==> config.mk <==
export PLATFORM = sky130hd
export DESIGN_NAME = byte_xfer_buffers
export DESIGN_NICKNAME = d
export VERILOG_FILES = /design/src/rtl/xb_pkg.sv /design/src/rtl/xb_fifo.sv /design/src/rtl/xb_evt_reg.sv /design/src/rtl/byte_xfer_buffers.sv
export SDC_FILE = /design/constraint.sdc
export NUM_CORES = 1
export LEC_CHECK = 0
export ABC_AREA = 1
export BUFFER_PORTS_ARGS = -buffer_cell sky130_fd_sc_hd__buf_2
export CORE_MARGIN = 2
export CORE_UTILIZATION = 54
export DETAILED_ROUTE_END_ITERATION = 10
export PLACE_DENSITY = 0.87
export SYNTH_ARGS = -nofsm -noshare
export SYNTH_HDL_FRONTEND = slang
export SYNTH_SLANG_ARGS = --single-unit
==> constraint.sdc <==
create_clock -name clk -period 3.2 [get_ports clk]
set_input_delay 0.32 -clock clk [delete_from_list [all_inputs] [get_ports clk]]
set_output_delay 0.32 -clock clk [all_outputs]
set_load 0.1 [all_outputs]
==> src/rtl/xb_pkg.sv <==
package xb_pkg;
  // control register fields
  localparam int CTL_W   = 4;
  localparam int FL_TX   = 0;
  localparam int FL_RX   = 1;
  localparam int LEN_TX  = 2;
  localparam int LEN_RX  = 3;

  // event register fields
  localparam int EVT_W   = 8;
  localparam int ERR_RD  = 0;
  localparam int ERR_WR  = 1;
  localparam int SVC_TX  = 6;
  localparam int SVC_RX  = 7;

  typedef enum logic [1:0] {
    LVL_EMPTY = 2'b00,
    LVL_PART  = 2'b01,
    LVL_FULL  = 2'b11
  } lvl_e;

  function automatic lvl_e lvl_code(input logic is_empty, input logic is_full);
    if (is_empty)     return LVL_EMPTY;
    else if (is_full) return LVL_FULL;
    else              return LVL_PART;
  endfunction
endpackage

==> src/rtl/xb_fifo.sv <==
module xb_fifo #(
  parameter int WIDTH = 8,
  parameter int DEPTH = 2
) (
  input  logic             clk,
  input  logic             rst,
  input  logic             flush,
  input  logic             push,
  input  logic [WIDTH-1:0] push_data,
  input  logic             pop,
  output logic [WIDTH-1:0] head,
  output logic             empty,
  output logic             full
);
  localparam int AW = (DEPTH > 1) ? $clog2(DEPTH) : 1;
  localparam int CW = $clog2(DEPTH + 1);

  logic [WIDTH-1:0] mem [DEPTH];
  logic [AW-1:0]    wptr, rptr;
  logic [CW-1:0]    count;
  logic             do_push, do_pop;

  function automatic logic [AW-1:0] ptr_next(input logic [AW-1:0] p);
    return (p == AW'(DEPTH - 1)) ? '0 : p + AW'(1);
  endfunction

  assign empty   = (count == '0);
  assign full    = (count == CW'(DEPTH));
  assign do_push = push && !flush && !full;
  assign do_pop  = pop  && !flush && !empty;
  assign head    = mem[rptr];

  // storage: no reset so it maps onto RAM
  always_ff @(posedge clk) begin
    if (do_push) mem[wptr] <= push_data;
  end

  always_ff @(posedge clk) begin
    if (rst || flush) begin
      wptr  <= '0;
      rptr  <= '0;
      count <= '0;
    end else begin
      if (do_push) wptr <= ptr_next(wptr);
      if (do_pop)  rptr <= ptr_next(rptr);
      case ({do_push, do_pop})
        2'b10:   count <= count + CW'(1);
        2'b01:   count <= count - CW'(1);
        default: count <= count;
      endcase
    end
  end

  a_r1_count_bound: assert property (@(posedge clk) disable iff (rst)
    count <= CW'(DEPTH));

  a_r5_flush_empty: assert property (@(posedge clk) disable iff (rst)
    flush |=> empty);

  a_r3_full_hold: assert property (@(posedge clk) disable iff (rst)
    (push && !pop && !flush && full) |=> full);

  a_r10_pop_empty: assert property (@(posedge clk) disable iff (rst)
    (pop && !push && empty) |=> empty);
endmodule

==> src/rtl/xb_evt_reg.sv <==
module xb_evt_reg #(
  parameter int N = 8
) (
  input  logic         clk,
  input  logic         rst,
  input  logic [N-1:0] set,
  input  logic         clr_wr,
  input  logic [N-1:0] clr_bits,
  output logic [N-1:0] flags
);
  logic [N-1:0] clr_eff;
  assign clr_eff = clr_wr ? clr_bits : '0;

  always_ff @(posedge clk) begin
    if (rst) flags <= '0;
    else     flags <= (flags & ~clr_eff) | set;
  end

  for (genvar i = 0; i < N; i++) begin : g_chk
    a_r8_set_wins: assert property (@(posedge clk) disable iff (rst)
      set[i] |=> flags[i]);
    a_r8_w1c: assert property (@(posedge clk) disable iff (rst)
      (clr_eff[i] && !set[i]) |=> !flags[i]);
  end
endmodule

==> src/rtl/byte_xfer_buffers.sv <==
module byte_xfer_buffers
  import xb_pkg::*;
#(
  parameter int DATA_W = 8,
  parameter int DEPTH  = 2
) (
  input  logic              clk,
  input  logic              rst,
  input  logic              ctl_wr,
  input  logic [CTL_W-1:0]  ctl_wdata,
  input  logic              mask_wr,
  input  logic [EVT_W-1:0]  mask_wdata,
  input  logic              evt_clr_wr,
  input  logic [EVT_W-1:0]  evt_clr_data,
  input  logic              host_tx_wr,
  input  logic [DATA_W-1:0] host_tx_data,
  input  logic              host_rx_rd,
  output logic [DATA_W-1:0] host_rx_data,
  output logic              eng_tx_valid,
  output logic [DATA_W-1:0] eng_tx_data,
  input  logic              eng_tx_pop,
  output logic              eng_rx_ready,
  input  logic              eng_rx_push,
  input  logic [DATA_W-1:0] eng_rx_data,
  output logic [3:0]        lvl_stat,
  output logic [EVT_W-1:0]  evt_stat,
  output logic              irq
);
  logic [CTL_W-1:0]  ctl_q;
  logic [EVT_W-1:0]  mask_q;
  logic [EVT_W-1:0]  evt_set;
  logic [DATA_W-1:0] rx_head;
  logic tx_empty, tx_full, rx_empty, rx_full;
  logic tx_svc, rx_svc, wr_err, rd_err;

  always_ff @(posedge clk) begin
    if (rst) begin
      ctl_q  <= '0;
      mask_q <= '0;
    end else begin
      if (ctl_wr)  ctl_q  <= ctl_wdata;
      if (mask_wr) mask_q <= mask_wdata;
    end
  end

  xb_fifo #(.WIDTH(DATA_W), .DEPTH(DEPTH)) u_tx (
    .clk(clk), .rst(rst), .flush(ctl_q[FL_TX]),
    .push(host_tx_wr), .push_data(host_tx_data),
    .pop(eng_tx_pop), .head(eng_tx_data),
    .empty(tx_empty), .full(tx_full)
  );

  xb_fifo #(.WIDTH(DATA_W), .DEPTH(DEPTH)) u_rx (
    .clk(clk), .rst(rst), .flush(ctl_q[FL_RX]),
    .push(eng_rx_push), .push_data(eng_rx_data),
    .pop(host_rx_rd), .head(rx_head),
    .empty(rx_empty), .full(rx_full)
  );

  assign eng_tx_valid = !tx_empty;
  assign eng_rx_ready = !rx_full;

  // registered host read port
  always_ff @(posedge clk) begin
    if (rst) host_rx_data <= '0;
    else if (host_rx_rd)
      host_rx_data <= (rx_empty || ctl_q[FL_RX]) ? '0 : rx_head;
  end

  assign lvl_stat = {lvl_code(rx_empty, rx_full), lvl_code(tx_empty, tx_full)};

  assign tx_svc = ctl_q[LEN_TX] ? tx_empty : !tx_full;
  assign rx_svc = ctl_q[LEN_RX] ? rx_full  : !rx_empty;
  assign wr_err = host_tx_wr && tx_full && !ctl_q[FL_TX];
  assign rd_err = host_rx_rd && (rx_empty || ctl_q[FL_RX]);

  always_comb begin
    evt_set         = '0;
    evt_set[ERR_RD] = rd_err;
    evt_set[ERR_WR] = wr_err;
    evt_set[SVC_TX] = tx_svc;
    evt_set[SVC_RX] = rx_svc;
  end

  xb_evt_reg #(.N(EVT_W)) u_evt (
    .clk(clk), .rst(rst), .set(evt_set),
    .clr_wr(evt_clr_wr), .clr_bits(evt_clr_data), .flags(evt_stat)
  );

  assign irq = |(evt_stat & mask_q);

  a_r2_no_code_10: assert property (@(posedge clk) disable iff (rst)
    (lvl_stat[1:0] != 2'b10) && (lvl_stat[3:2] != 2'b10));

  a_r3_wr_err: assert property (@(posedge clk) disable iff (rst)
    (host_tx_wr && !eng_tx_pop && lvl_stat[1:0] == 2'b11 && !ctl_q[FL_TX])
      |=> evt_stat[ERR_WR]);

  a_r4_rd_zero: assert property (@(posedge clk) disable iff (rst)
    (host_rx_rd && lvl_stat[3:2] == 2'b00) |=> (host_rx_data == '0) && evt_stat[ERR_RD]);

  a_r6_tx_svc: assert property (@(posedge clk) disable iff (rst)
    tx_svc |=> evt_stat[SVC_TX]);

  a_r7_rx_svc: assert property (@(posedge clk) disable iff (rst)
    rx_svc |=> evt_stat[SVC_RX]);

  a_r9_irq_mask: assert property (@(posedge clk) disable iff (rst)
    irq |-> ((evt_stat & mask_q) != '0));
endmodule

=== After elaboration in Yosys (flattened, before gate mapping) ===
Memory sizes are Yosys's and may differ from the RTL's. A register that Yosys moved wholly into a read port is not among the register bits.
Index checks and enable logic that the tools add are counted.

* Reductions and logical operators: 25
* Bitwise gates (word level): 4
* Eq/ne operators: 6
* Mux-type cells: 22
* Add/sub/neg operators: 8

{| class="wikitable"
|+ Operators by type and width
! kind !! count
|-
| AND 8 bit || 2
|-
| 2-to-1 mux 8 bit || 2
|-
| 2-to-1 mux 1 bit || 14
|-
| logical AND 1 bit || 11
|-
| equality test 2 bit, second input constant || 4
|-
| 2-to-1 mux 2 bit || 4
|-
| NOT 8 bit || 1
|-
| OR 8 bit || 1
|-
| case mux 2 bit (2 select lines) || 2
|-
| OR reduction 8 bit || 1
|-
| zero test 1 bit || 6
|-
| adder 1 bit, second input constant || 4
|-
| adder 2 x 1 -> 2 bit, second input constant || 2
|-
| equality test 2 x 1 -> 1 bit, second input constant || 2
|-
| zero test 2 bit || 2
|-
| nonzero test 2 bit || 2
|-
| subtractor 2 x 1 -> 2 bit, second input constant || 2
|-
| logical OR 1 bit || 3
|}

* Register bits: 36
* Bits in writable memories: 32
* Word-level logic and storage cells: 77
* Memories: 2
* Input port bits: 45
* Output and inout port bits: 31

{| class="wikitable"
|+ Memory list
! name !! words !! width !! rd ports !! clocked after Yosys merged registers in !! write ports !! line !! RTL
|-
| u_rx.mem || 2 || 8 || 1 || 1 || 1 || xb_fifo.sv:18 || <nowiki>logic [WIDTH-1:0] mem [DEPTH];</nowiki>
|-
| u_tx.mem || 2 || 8 || 1 || 1 || 1 || xb_fifo.sv:18 ||
|}

=== Longest topological paths before layout ===
Gate-level depths: netlist (run 1).

* Depth after elaboration: 5
* Gate-level depth with buffers: 10
* Gate-level depth less buffers: 10

=== Modules after synthesis ===
From an unflattened synthesis (run 1), not the netlist that was laid out.

* Cell total of the unflattened synthesis: 306
* Area, all modules: 2,886.5 um^2

{| class="wikitable"
|+ Modules (own cells, without submodules)
! module !! cells each !! area an instance (um^2) !! instances !! seq. area each (um^2)
|-
| xb_fifo || 65 || 840.8 || 2 || 580.6
|-
| byte_xfer_buffers || 134 || 905.9 || 1 || 400.4
|-
| xb_evt_reg || 42 || 299.0 || 1 || 160.2
|}

=== Least setup slack after synthesis (run 1) ===
No wires, ideal clock.

* Kind: reg2out
* Start point: register u_evt.flags[2]
* End point: output port irq
* Buffers on the path: 0
* Stages on the path, launching flop included: 5
* Path slack: 0.896 ns
* Required time: 2.880 ns
* Arrival: 1.984 ns
* Cell sequence: dfxtp_1 nand2_1 nand2_1 a21oi_1 nand3b_1

* Cells in the longest elaborated chain, start to end: 2

{| class="wikitable"
|+ Ends and longest elaborated chain
! what !! line !! RTL
|-
| start, declared || xb_evt_reg.sv:9 || <nowiki>output logic [N-1:0] flags</nowiki>
|-
| start signal, assigned || xb_evt_reg.sv:16 || <nowiki>else flags <= (flags & ~clr_eff) | set;</nowiki>
|-
| AND 8 bit || byte_xfer_buffers.sv:90 || <nowiki>assign irq = |(evt_stat & mask_q);</nowiki>
|-
| OR reduction 8 bit || byte_xfer_buffers.sv:90 ||
|-
| end, declared || byte_xfer_buffers.sv:27 || <nowiki>output logic irq</nowiki>
|}

No other way between the ends.

==> metrics.txt, run 1 <==
Internal Power 1.43 mW; Hold WS 0.150 ns; total length of routed wires roughly 5.4 mm; reg-to-reg critical path endpoint u_tx.mem[0][1]$_DFFE_PP_; final routed wire length divided by cell count 12.4 µm; wire length of the first global-routing pass 8.34 mm; cell area after layout 3280 µm²; simple-gate share of the synthesized area 19.1%; synthesized netlist net count 330; part of the power in the clock network 29.3%; Worst Reg-to-Reg Cells 3; Synth top area share a little over a third; area share of fa/ha/maj cells after synthesis 0.928%; synthesized flop and latch total 70; width of the die 74.7 µm; register-to-register setup slack 1.55 ns; total design power 2.17 mW; register share of total power 47.7%; die area 5570 µm²; final setup fails 0; GRT Resource Usage Total 20.2%; leakage dissipation 1.50 nW; Filler Cells Inserted between 400 and 500; required time of the critical path 2.88 ns; number of buffers inserted by post-CTS setup repair 0; Post-Place Cell Area 3110 µm²; clk_lat worst skew 0.33 ns; power density over the cells 660 nW/µm²; worst hold path type input pin to flop; Min Clock Period, post-route 1.86 ns; area growth from synthesis to layout 21.8%; std cell rows 25; ratio of cells with drive above 1 in the final layout 27.0%; total overflow reported by the global router 0; worst setup path endpoint eng_tx_data[5]; number of antenna-violating nets in the routed design 0; Synth area leader edfxtp_1; core region area 4750 µm²; achievable clock frequency 537 MHz; pin count of the biggest net entering global routing 18; Ports 76; parity-gate share of the synthesized area counting xor and xnor cells less than 1%; hold violation total from the final report 0; net switching power between 0.7 and 0.8 mW; worst-path fanout max 8; Inserted Clock Buffers 9; placer congestion estimate roughly 0.8; main combinational cell family by area after synthesis simple AND/OR/NAND/NOR gates; Synth cell types 19; mux contribution to synthesized area 3.34%; Initial Util 56.7%; slew of the pin with the lowest slew margin 0.681 ns; compound-cell area share of the yosys netlist 7.24%; hpwl dp roughly 4 mm; Die H approximately 75 µm; Setup crit end kind primary output; critical path class flop to primary output; startpoint types flop; largest vdd supply drop 0.443 mV; netlist area before placement 2700 µm²; nets@finish between 400 and 500; Final period util 58.2%; Sink Count 70; total number of vias roughly 2100; Root Driver clkbuf_8; Gate Count Post-Synth 283; warnings from Yosys 0; detailed-route DRC error count 0; launch point of the worst reg-to-reg path ctl_q[0]$_SDFFE_PP0P_; TritonCTS clock tree yes; number of antenna violations at the first check in global routing 0; first-pass iteration count of the detailed router 4; via count of the first global-routing pass 1989; Synth Area per Inst 9.53 µm²; register area share after synthesis 63.9%; CTS clock-pin slew for the worst setup and hold paths 0.07 ns; average via count per standard cell 4.92; Max-Slew Margin vs Limit a little over half; Max Transition Viols Final 0; PostCTS Resize Cnt 0; Crit path arrival time 1.54 ns; H-Tree Depth 3; total negative slack 0 ns; deepest clock path buffer count 2; top cells by area, synth edfxtp_1, dfxtp_1, nand2_1; count of hold buffers inserted by post-cts repair 0; share of total power consumed by net switching 34.2%; outcome finished clean; Max Clock Skew 0.00784 ns; count of routing violations after the opening detailed-route iteration 109; max-cap violation count 0; power share of the combinational group 23.0%; Port Buffers 75; setup repair after global routing missed its margin no; antenna diode count 0
-- worst min path at each step --
| stage | startpoint | depth (start not counted) | end | slack, ns |
|---|---|---|---|---|
| after floorplan | evt_clr_data[3] | 1 | u_evt.flags[3]$_SDFF_PP0_ | 0.41 |
| after global placement | u_evt.flags[3]$_SDFF_PP0_ | 2 | u_evt.flags[3]$_SDFF_PP0_ | 0.44 |
| after detailed placement | u_evt.flags[3]$_SDFF_PP0_ | 2 | u_evt.flags[3]$_SDFF_PP0_ | 0.46 |
| after CTS | evt_clr_data[2] | 2 | u_evt.flags[2]$_SDFF_PP0_ | 0.14 |
| after global routing | evt_clr_data[2] | 2 | u_evt.flags[2]$_SDFF_PP0_ | 0.14 |
| final | evt_clr_data[3] | 2 | u_evt.flags[3]$_SDFF_PP0_ | 0.15 |
-- power by group through the flow --
stage / Combinational, mW / Clock (mW) / Sequential [mW]
floorplan: 0.346 / 0 / 1.11
global placement: 0.489 / 0 / 1.05
detailed placement: 0.499 / 0 / 1.05
CTS: 0.500 / 0.648 / 1.03
global route: 0.530 / 0.690 / 1.04
finish: 0.498 / 0.635 / 1.03
-- cell usage after synthesis, drive strengths merged --
cell / count
ha: 2
xor2: 2
buf: 6
dfxtp: 38
o21ai: 15
nand3b: 1
inv: 22
nand3: 3
edfxtp: 32
a21oi: 24
nor3: 2
nand4: 2
mux2: 8
clkbuf: 2
nor2: 42
nand2: 82
-- metal layers --
metal | share of wire [%] | global-route usage (%) | wire length [µm]
met1 | 42 | 23.1 | 2260
met2 | 48 | 35.1 | 2600
met3 | 7.2 | 5.76 | 386
met4 | 2.2 | 9.33 | 119
met5 | 0 | 0 | 0
-- registers in the layout, indices dropped and copies added (netlist names), 2 cells and up, named ones only --
name          count
mask_q            8
u_evt.flags       8
u_rx.mem         16
ctl_q             4
u_tx.count        2
u_tx.mem         16
host_rx_data      8
u_rx.count        2
-- layout make-up --
cell class                 count  area, µm²  area share [%]
sequential                    70       1720            52.4
multi-input combinational    183        843            25.7
timing repair buffer          75        375            11.4
clock buffer                  12        156            4.76
tap                           67       83.8            2.55
inverter                      22       82.6            2.51
clock inverter                 4       21.3           0.648
-- metrics by stage --
step                utilization (%)  instances  worst slack [ns]
finish                         69.1        433              1.34
global route                   69.1        433              1.26
CTS                            69.1        433              1.32
detailed placement             65.3        417              1.50
global placement               65.3        417              1.63
floorplan                         -        283             0.896
-- cells in the final DEF, fill, tap and decap left out, types with 3 or more instances in the layout --
master	n
nand2_1	82
buf_2	75
nor2_1	40
dfxtp_1	38
edfxtp_1	32
a21oi_1	24
inv_1	22
o21ai_0	15
clkbuf_8	9
mux2_2	8
nand3_1	3
clkinv_2	3
-- kinds of logic (layout without fill, tap and decap cells) --
group | Yosys count | count (layout)
AOI/OAI and AO/OA | 39 | 39
xor gates and xnor gates | 2 | 2
adders and majority gates | 2 | 2
buffers and inverters | 30 | 113
DFF | 70 | 70
muxes | 8 | 8
and+or+nand+nor | 132 | 132
-- critical path, stage by stage (launching register included) --
cell and delay (ns):
dfxtp_1 0.53, mux2_2 0.39, buf_2 0.29
Power figures use the tool's default switching activity.
==> inputs of run 2 (changes only) <==
--- a/config.mk
+++ b/config.mk
@@ -5,12 +5,12 @@
 export SDC_FILE = /design/constraint.sdc
 export NUM_CORES = 1
 export LEC_CHECK = 0
-export ABC_AREA = 1
+export ABC_AREA = 0
 export BUFFER_PORTS_ARGS = -buffer_cell sky130_fd_sc_hd__buf_2
 export CORE_MARGIN = 2
-export CORE_UTILIZATION = 54
+export CORE_UTILIZATION = 46
 export DETAILED_ROUTE_END_ITERATION = 10
-export PLACE_DENSITY = 0.87
+export PLACE_DENSITY = 0.8
 export SYNTH_ARGS = -nofsm -noshare
 export SYNTH_HDL_FRONTEND = slang
 export SYNTH_SLANG_ARGS = --single-unit
==> constraint.sdc (replaced) <==
create_clock -name clk -period 1.7 [get_ports clk]
set_input_delay 0.17 -clock clk [delete_from_list [all_inputs] [get_ports clk]]
set_output_delay 0.17 -clock clk [all_outputs]
set_load 0.1 [all_outputs]
==> run 2 against run 1 <==
Compared with the run above: worst hold slack got worse by 0.13 ns; synthesized cell count fell by 24%; clock skew barely moved; count of clock-buffer cells in the layout fell by 3; die area rose by 15%; via count fell by 13%; total power rose by 120%; first-iteration DRC count fell by 61%; critical path type unchanged; largest power group unchanged.
==> metrics.txt, run 2 <==
compound-cell area share of the yosys netlist 7.94%; Crit path arrival time between 1 and 1.5 ns; Synth Area per Inst 12.3 µm²; largest vdd supply drop 0.747 mV; Min-Delay Path Depth 1; Ports 76; worst hold path startpoint eng_rx_data[5]; nets@finish 350; total number of vias between 1500 and 2000; main combinational cell family by area after synthesis multiplexers; Synth area leader edfxtp_1; number of flops mapped to enable cells by yosys 32; Worst Reg-to-Reg Cells 6; Sink Count 70; top cells by area, synth edfxtp_1, dfxtp_1, mux2i_1; registers with the most flip-flops u_rx.mem: 16 flops, u_tx.mem: 16 flops; pin count of the biggest net entering global routing 23; deepest clock path buffer count 2; outcome finished clean; Min Clock Period, post-route about 1.6 ns; required time of the critical path 1.53 ns; hpwl dp ~3.7 mm; Root Driver clkbuf_8; Inserted Clock Buffers 9; first-pass iteration count of the detailed router 4; netlist area before placement around 2700 µm²; commonest non-fill, non-tap cells in the layout buf_2, edfxtp_1, nor2_1, dfxtp_1, mux2i_1; Synth cell types 28; placer congestion estimate approximately 0.86; antenna diode count 0; die area between 6000 and 7000 µm²; simple-gate share of the synthesized area a little under a tenth; Initial Util 48.1%; ratio of cells with drive above 1 in the final layout between 40% and 50%; post-synthesis async set-or-reset flop share 0%; final setup fails 0; endpoint with the worst hold slack u_rx.mem[0][5]$_DFFE_PP_; mux contribution to synthesized area 11.3%; TritonCTS clock tree yes; Commonest cells post-synth dfxtp_1, edfxtp_1, nor2_1; synthesized netlist net count 263; origin of the worst setup path u_tx.count[0]$_SDFFE_PP0P_; Final Worst Setup Slack 0.0734 ns; register area share after synthesis 64.7%; GRT Resource Usage Total between 15 and 20%; power density over the cells ~1400 nW/µm²; Gate Count Post-Synth 216; area growth from synthesis to layout 30.2%; total overflow reported by the global router 0; Synth top area share a little over a third; reg-to-reg critical path endpoint u_tx.count[1]$_SDFFE_PP0P_; final routed wire length divided by cell count 13.4 µm; Max Clock Skew 0.00773 ns; post-place setup slack between 0.1 and 0.15 ns; clk_lat worst skew 0.33 ns; total length of routed wires 5.10 mm; average via count per standard cell 4.88; slew of the pin with the lowest slew margin 0.501 ns; via count of the first global-routing pass 1854; worst-path fanout max 4; width of the die 80.1 µm; H-Tree Depth 3; std cell rows 27; warnings from Yosys 0; leakage dissipation 1.45 nW; parity-gate share of the synthesized area counting xor and xnor cells between 1.5 and 2%; core region area 5540 µm²; worst hold path type input pin to flop; Final period util 95.7%; register-to-register setup slack 0.12 ns; dominant register cell in the synthesized netlist dfxtp_1; number of antenna violations at the first check in global routing 0; number of buffers inserted by post-CTS setup repair 0; Setup crit end kind primary output; Port Buffers 75; max-cap violation count 0; most common cell in the netlist dfxtp_1; synthesized flop and latch total 70; count of routing violations after the opening detailed-route iteration 43; number of antenna-violating nets in the routed design 0; detailed-route DRC error count 0; most common library cell in the layout ignoring fill and taps buf_2; setup repair after global routing missed its margin no; critical path class flop to primary output; achievable clock frequency 615 MHz; launch point of the worst reg-to-reg path u_tx.count[0]$_SDFFE_PP0P_; startpoint types flop; area share of fa/ha/maj cells after synthesis 0.940%; cell area after layout around 3500 µm²; Post-Place Cell Area 3200 µm²; hold violation total from the final report 0; Max-Slew Margin vs Limit 66.8%; Die H 80.1 µm; CTS clock-pin slew for the worst setup and hold paths roughly 0.080 ns; wire length of the first global-routing pass 8.46 mm; Max Transition Viols Final 0
==> run 2: how the worst max path moves through the flow <==
stage | to | slack [ns] | cells after the start
2_1_floorplan | u_rx.count[1]$_SDFFE_PP0P_ | -0.28 | 6
3_3_place_gp | u_tx.count[1]$_SDFFE_PP0P_ | 0.19 | 6
3_5_place_dp | u_tx.count[1]$_SDFFE_PP0P_ | 0.15 | 6
4_1_cts | eng_tx_valid | 0.05 | 3
5_1_grt | lvl_stat[0] | 0.005 | 3
6_report | eng_tx_valid | 0.07 | 3
==> run 2: final cells by class <==
cell class	instances	area, µm²
fill	469	2070
multi-input combinational	124	887
clock buffer	9	124
sequential	70	1760
inverter	11	48.8
timing repair buffer	87	480
clock inverter	7	80.1
tap	72	90.1
==> run 2: per-layer routing <==
metal	vias to the layer above	wire (µm)	track usage (%)
met2	58	2500	28.9
li1	929	-	-
met3	11	222	3.48
met5	-	0	0
met4	0	119	10.2
met1	856	2260	21.3
==> run 2: what timing repair did <==
| item | 4_1_cts | 5_1_grt |
|---|---|---|
| hold buffers | 6 | 0 |
| endpoints found under the hold margin | 8 | 0 |
| resized for setup | 1 | 0 |
| setup endpoints to repair | 8 | 0 |
==> run 2: worst max-delay path: stages, from the launching register on <==
cell and delay (ns):
dfxtp_1 0.44, buf_4 0.17, or2_2 0.10, buf_2 0.41
==> run 2: kinds of logic (layout without fill, tap and decap cells) <==
| logic type | after synthesis | after routing |
|---|---|---|
| AOI/OAI and AO/OA | 31 | 31 |
| xor gates and xnor gates | 6 | 6 |
| adders and majority gates | 2 | 2 |
| buffers and inverters | 22 | 114 |
| DFF | 70 | 70 |
| muxes | 29 | 29 |
| and+or+nand+nor | 56 | 56 |
==> run 2: stage by stage <==
step / setup TNS [ns] / power, mW / util (%) / hold WS, ns / instances
2_1_floorplan: -0.525 / 3.22 / - / 0.253 / 216
3_3_place_gp: 0 / 3.41 / 57.8 / 0.341 / 358
3_5_place_dp: 0 / 3.43 / 57.8 / 0.344 / 358
4_1_cts: 0 / 4.80 / 62.6 / 0.00173 / 380
5_1_grt: 0 / 4.97 / 62.6 / 0.000188 / 380
6_report: 0 / 4.74 / 62.6 / 0.0224 / 380
==> run 2: power breakdown <==
part           switching (mW)  internal (mW)
Combinational            1.04          0.336
Sequential              0.109           1.91
Clock                   0.652          0.695
==> inputs of run 3 (changes only) <==
--- a/config.mk
+++ b/config.mk
@@ -10,6 +10,7 @@
 export CORE_MARGIN = 2
 export CORE_UTILIZATION = 46
 export DETAILED_ROUTE_END_ITERATION = 10
+export GPL_ROUTABILITY_DRIVEN = 0
 export PLACE_DENSITY = 0.8
 export SYNTH_ARGS = -nofsm -noshare
 export SYNTH_HDL_FRONTEND = slang
==> constraint.sdc (replaced) <==
create_clock -name clk -period 1.7 [get_ports clk]
set_input_delay 0.34 -clock clk [delete_from_list [all_inputs] [get_ports clk]]
set_output_delay 0.34 -clock clk [all_outputs]
set_load 0.1 [all_outputs]
==> run 3 against run 2 <==
Compared with the run above: setup slack worse by 0.032 ns; final area increased by 0.79%; via count decreased by 0.11%; count of clock-buffer cells in the layout stayed put; die area is the same; non-clock buffer count decreased by 6; critical path type unchanged; highest routed layer unchanged.
==> metrics.txt, run 3 (same netlist as run 2, synthesis figures left out) <==
Worst Reg-to-Reg Cells 6; clk_lat worst skew approximately 0.35 ns; Inserted Clock Buffers 9; final setup fails 0; largest vdd supply drop 0.702 mV; hpwl dp 3.71 mm; total design power 4.86 mW; register share of total power 41.7%; Crit path arrival time approximately 1.3 ns; Post-Place Cell Area 3230 µm²; critical path class flop to primary output; std cell rows 27; Sink Count 70; Max-Slew Margin vs Limit approximately two thirds; die area about 6400 µm²; Final Worst Setup Slack 0.0412 ns; average via count per standard cell between 4 and 5; achievable clock frequency 603 MHz; most common library cell in the layout ignoring fill and taps buf_2; pin count of the biggest net entering global routing 23; core region area 5540 µm²; Max Transition Viols Final 0; slowest cell on the critical path dfxtp_4; registers with the most flip-flops u_rx.mem: 16 flops, u_tx.mem: 16 flops; Root Driver clkbuf_8; GRT Resource Usage Total ~17%; via count of the first global-routing pass 1768; part of the power in the clock network 27.7%; TritonCTS clock tree yes; nets@finish 344; total overflow reported by the global router 0; worst hold path type input pin to flop; Internal Power 3.04 mW; required time of the critical path about 1.4 ns; ordered cell list for the critical path mux2_2, buf_4; slew of the pin with the lowest slew margin a little under 0.5 ns; commonest non-fill, non-tap cells in the layout buf_2, edfxtp_1, nor2_1, dfxtp_1, mux2i_1; width of the die 80.1 µm; area growth from synthesis to layout 31.2%; area taken by flip-flops and latches 1760 µm²; register-to-register setup slack around 0.12 ns; number of antenna-violating nets in the routed design 0; stage delay of the slowest cell on the critical path 0.40 ns; count of routing violations after the opening detailed-route iteration 57; total length of routed wires 4.99 mm; total instance count after detailed placement 358; Port Buffers 75; outcome finished clean; worst setup path endpoint eng_tx_data[5]; ratio of cells with drive above 1 in the final layout 43.7%; power density over the cells 1390 nW/µm²; wire length of the first global-routing pass 7.85 mm; Setup crit end kind primary output; final cell count without fillers 374; first-pass iteration count of the detailed router 4; H-Tree Depth 3; Filler Cells Inserted between 400 and 500; max-cap violation count 0; number of antenna violations at the first check in global routing 0; startpoint types flop; launch point of the worst reg-to-reg path u_tx.count[1]$_SDFFE_PP0P_; net switching power 1.82 mW; post-place setup slack ~0.11 ns; final routed wire length divided by cell count 13.3 µm; Min Clock Period, post-route 1.66 ns; hold violation total from the final report 0; deepest clock path buffer count 2; reg-to-reg critical path endpoint u_tx.count[1]$_SDFFE_PP0P_; share of total power consumed by net switching 37.4%; setup repair after global routing missed its margin no; Max Clock Skew 0.0149 ns; number of buffers inserted by post-CTS setup repair 0; Ports 76; leakage dissipation 1.45 nW; power share of the combinational group 30.6%; antenna diode count 0; Final period util 97.6%; PostCTS Resize Cnt 15; count of hold buffers inserted by post-cts repair 0; Initial Util 48.1%; detailed-route DRC error count 0; worst-path fanout max 8; CTS clock-pin slew for the worst setup and hold paths 0.08 ns; total area of multi-input combinational cells around 890 µm²; Die H 80.1 µm; total number of vias 1852; cell area after layout 3490 µm²
[run 3: metal layers]
metal	global-route usage, %	routed length [µm]
met1	18.2	2020
met2	28.2	2560
met3	4.04	221
met4	12.4	192
met5	0	0
[run 3: critical path: cells and delay by family, from the launching register on]
kind | cells | cell delay (ns)
buffers and inverters | 1 | 0.23
DFF | 1 | 0.40
muxes | 1 | 0.34
[run 3: metrics by stage]
step	hold slack (ns)	setup TNS, ns	utilization [%]
after CTS	0.133	0	62.7
after detailed placement	0.435	0	58.3
after global placement	0.434	0	58.3
after global routing	0.149	0	63.1
final	0.156	0	63.1
after floorplan	0.423	-0.695	-
[run 3: final cells by class]
type / count / share of cell area, %
Timing Repair Buffer: 81 / 14.5
Sequential cell: 70 / 50.3
Tap cell: 72 / 2.58
Inverter: 11 / 1.40
Clock buffer: 9 / 3.55
Multi-Input combinational cell: 124 / 25.4
Clock inverter: 7 / 2.29
[run 3: how the worst min path moves through the flow]
stage,startpoint,endpoint,slack [ns],depth (start not counted)
2_1_floorplan,evt_clr_data[3],u_evt.flags[3]$_SDFF_PP0_,0.42,1
3_3_place_gp,host_rx_data[6]$_SDFFE_PP0P_,host_rx_data[6]$_SDFFE_PP0P_,0.43,2
3_5_place_dp,host_rx_data[5]$_SDFFE_PP0P_,host_rx_data[5]$_SDFFE_PP0P_,0.44,2
4_1_cts,evt_clr_data[4],u_evt.flags[4]$_SDFF_PP0_,0.13,2
5_1_grt,evt_clr_data[2],u_evt.flags[2]$_SDFF_PP0_,0.15,2
6_report,evt_clr_data[4],u_evt.flags[4]$_SDFF_PP0_,0.16,2
[run 3: power by group through the flow]
| stage | sequential, mW | clock [mW] | combinational (mW) |
|---|---|---|---|
| floorplan | 2.22 | 0 | 0.998 |
| global placement | 2.06 | 0 | 1.41 |
| detailed placement | 2.06 | 0 | 1.44 |
| CTS | 2.03 | 1.39 | 1.48 |
| global route | 2.04 | 1.46 | 1.57 |
| finish | 2.02 | 1.35 | 1.49 |
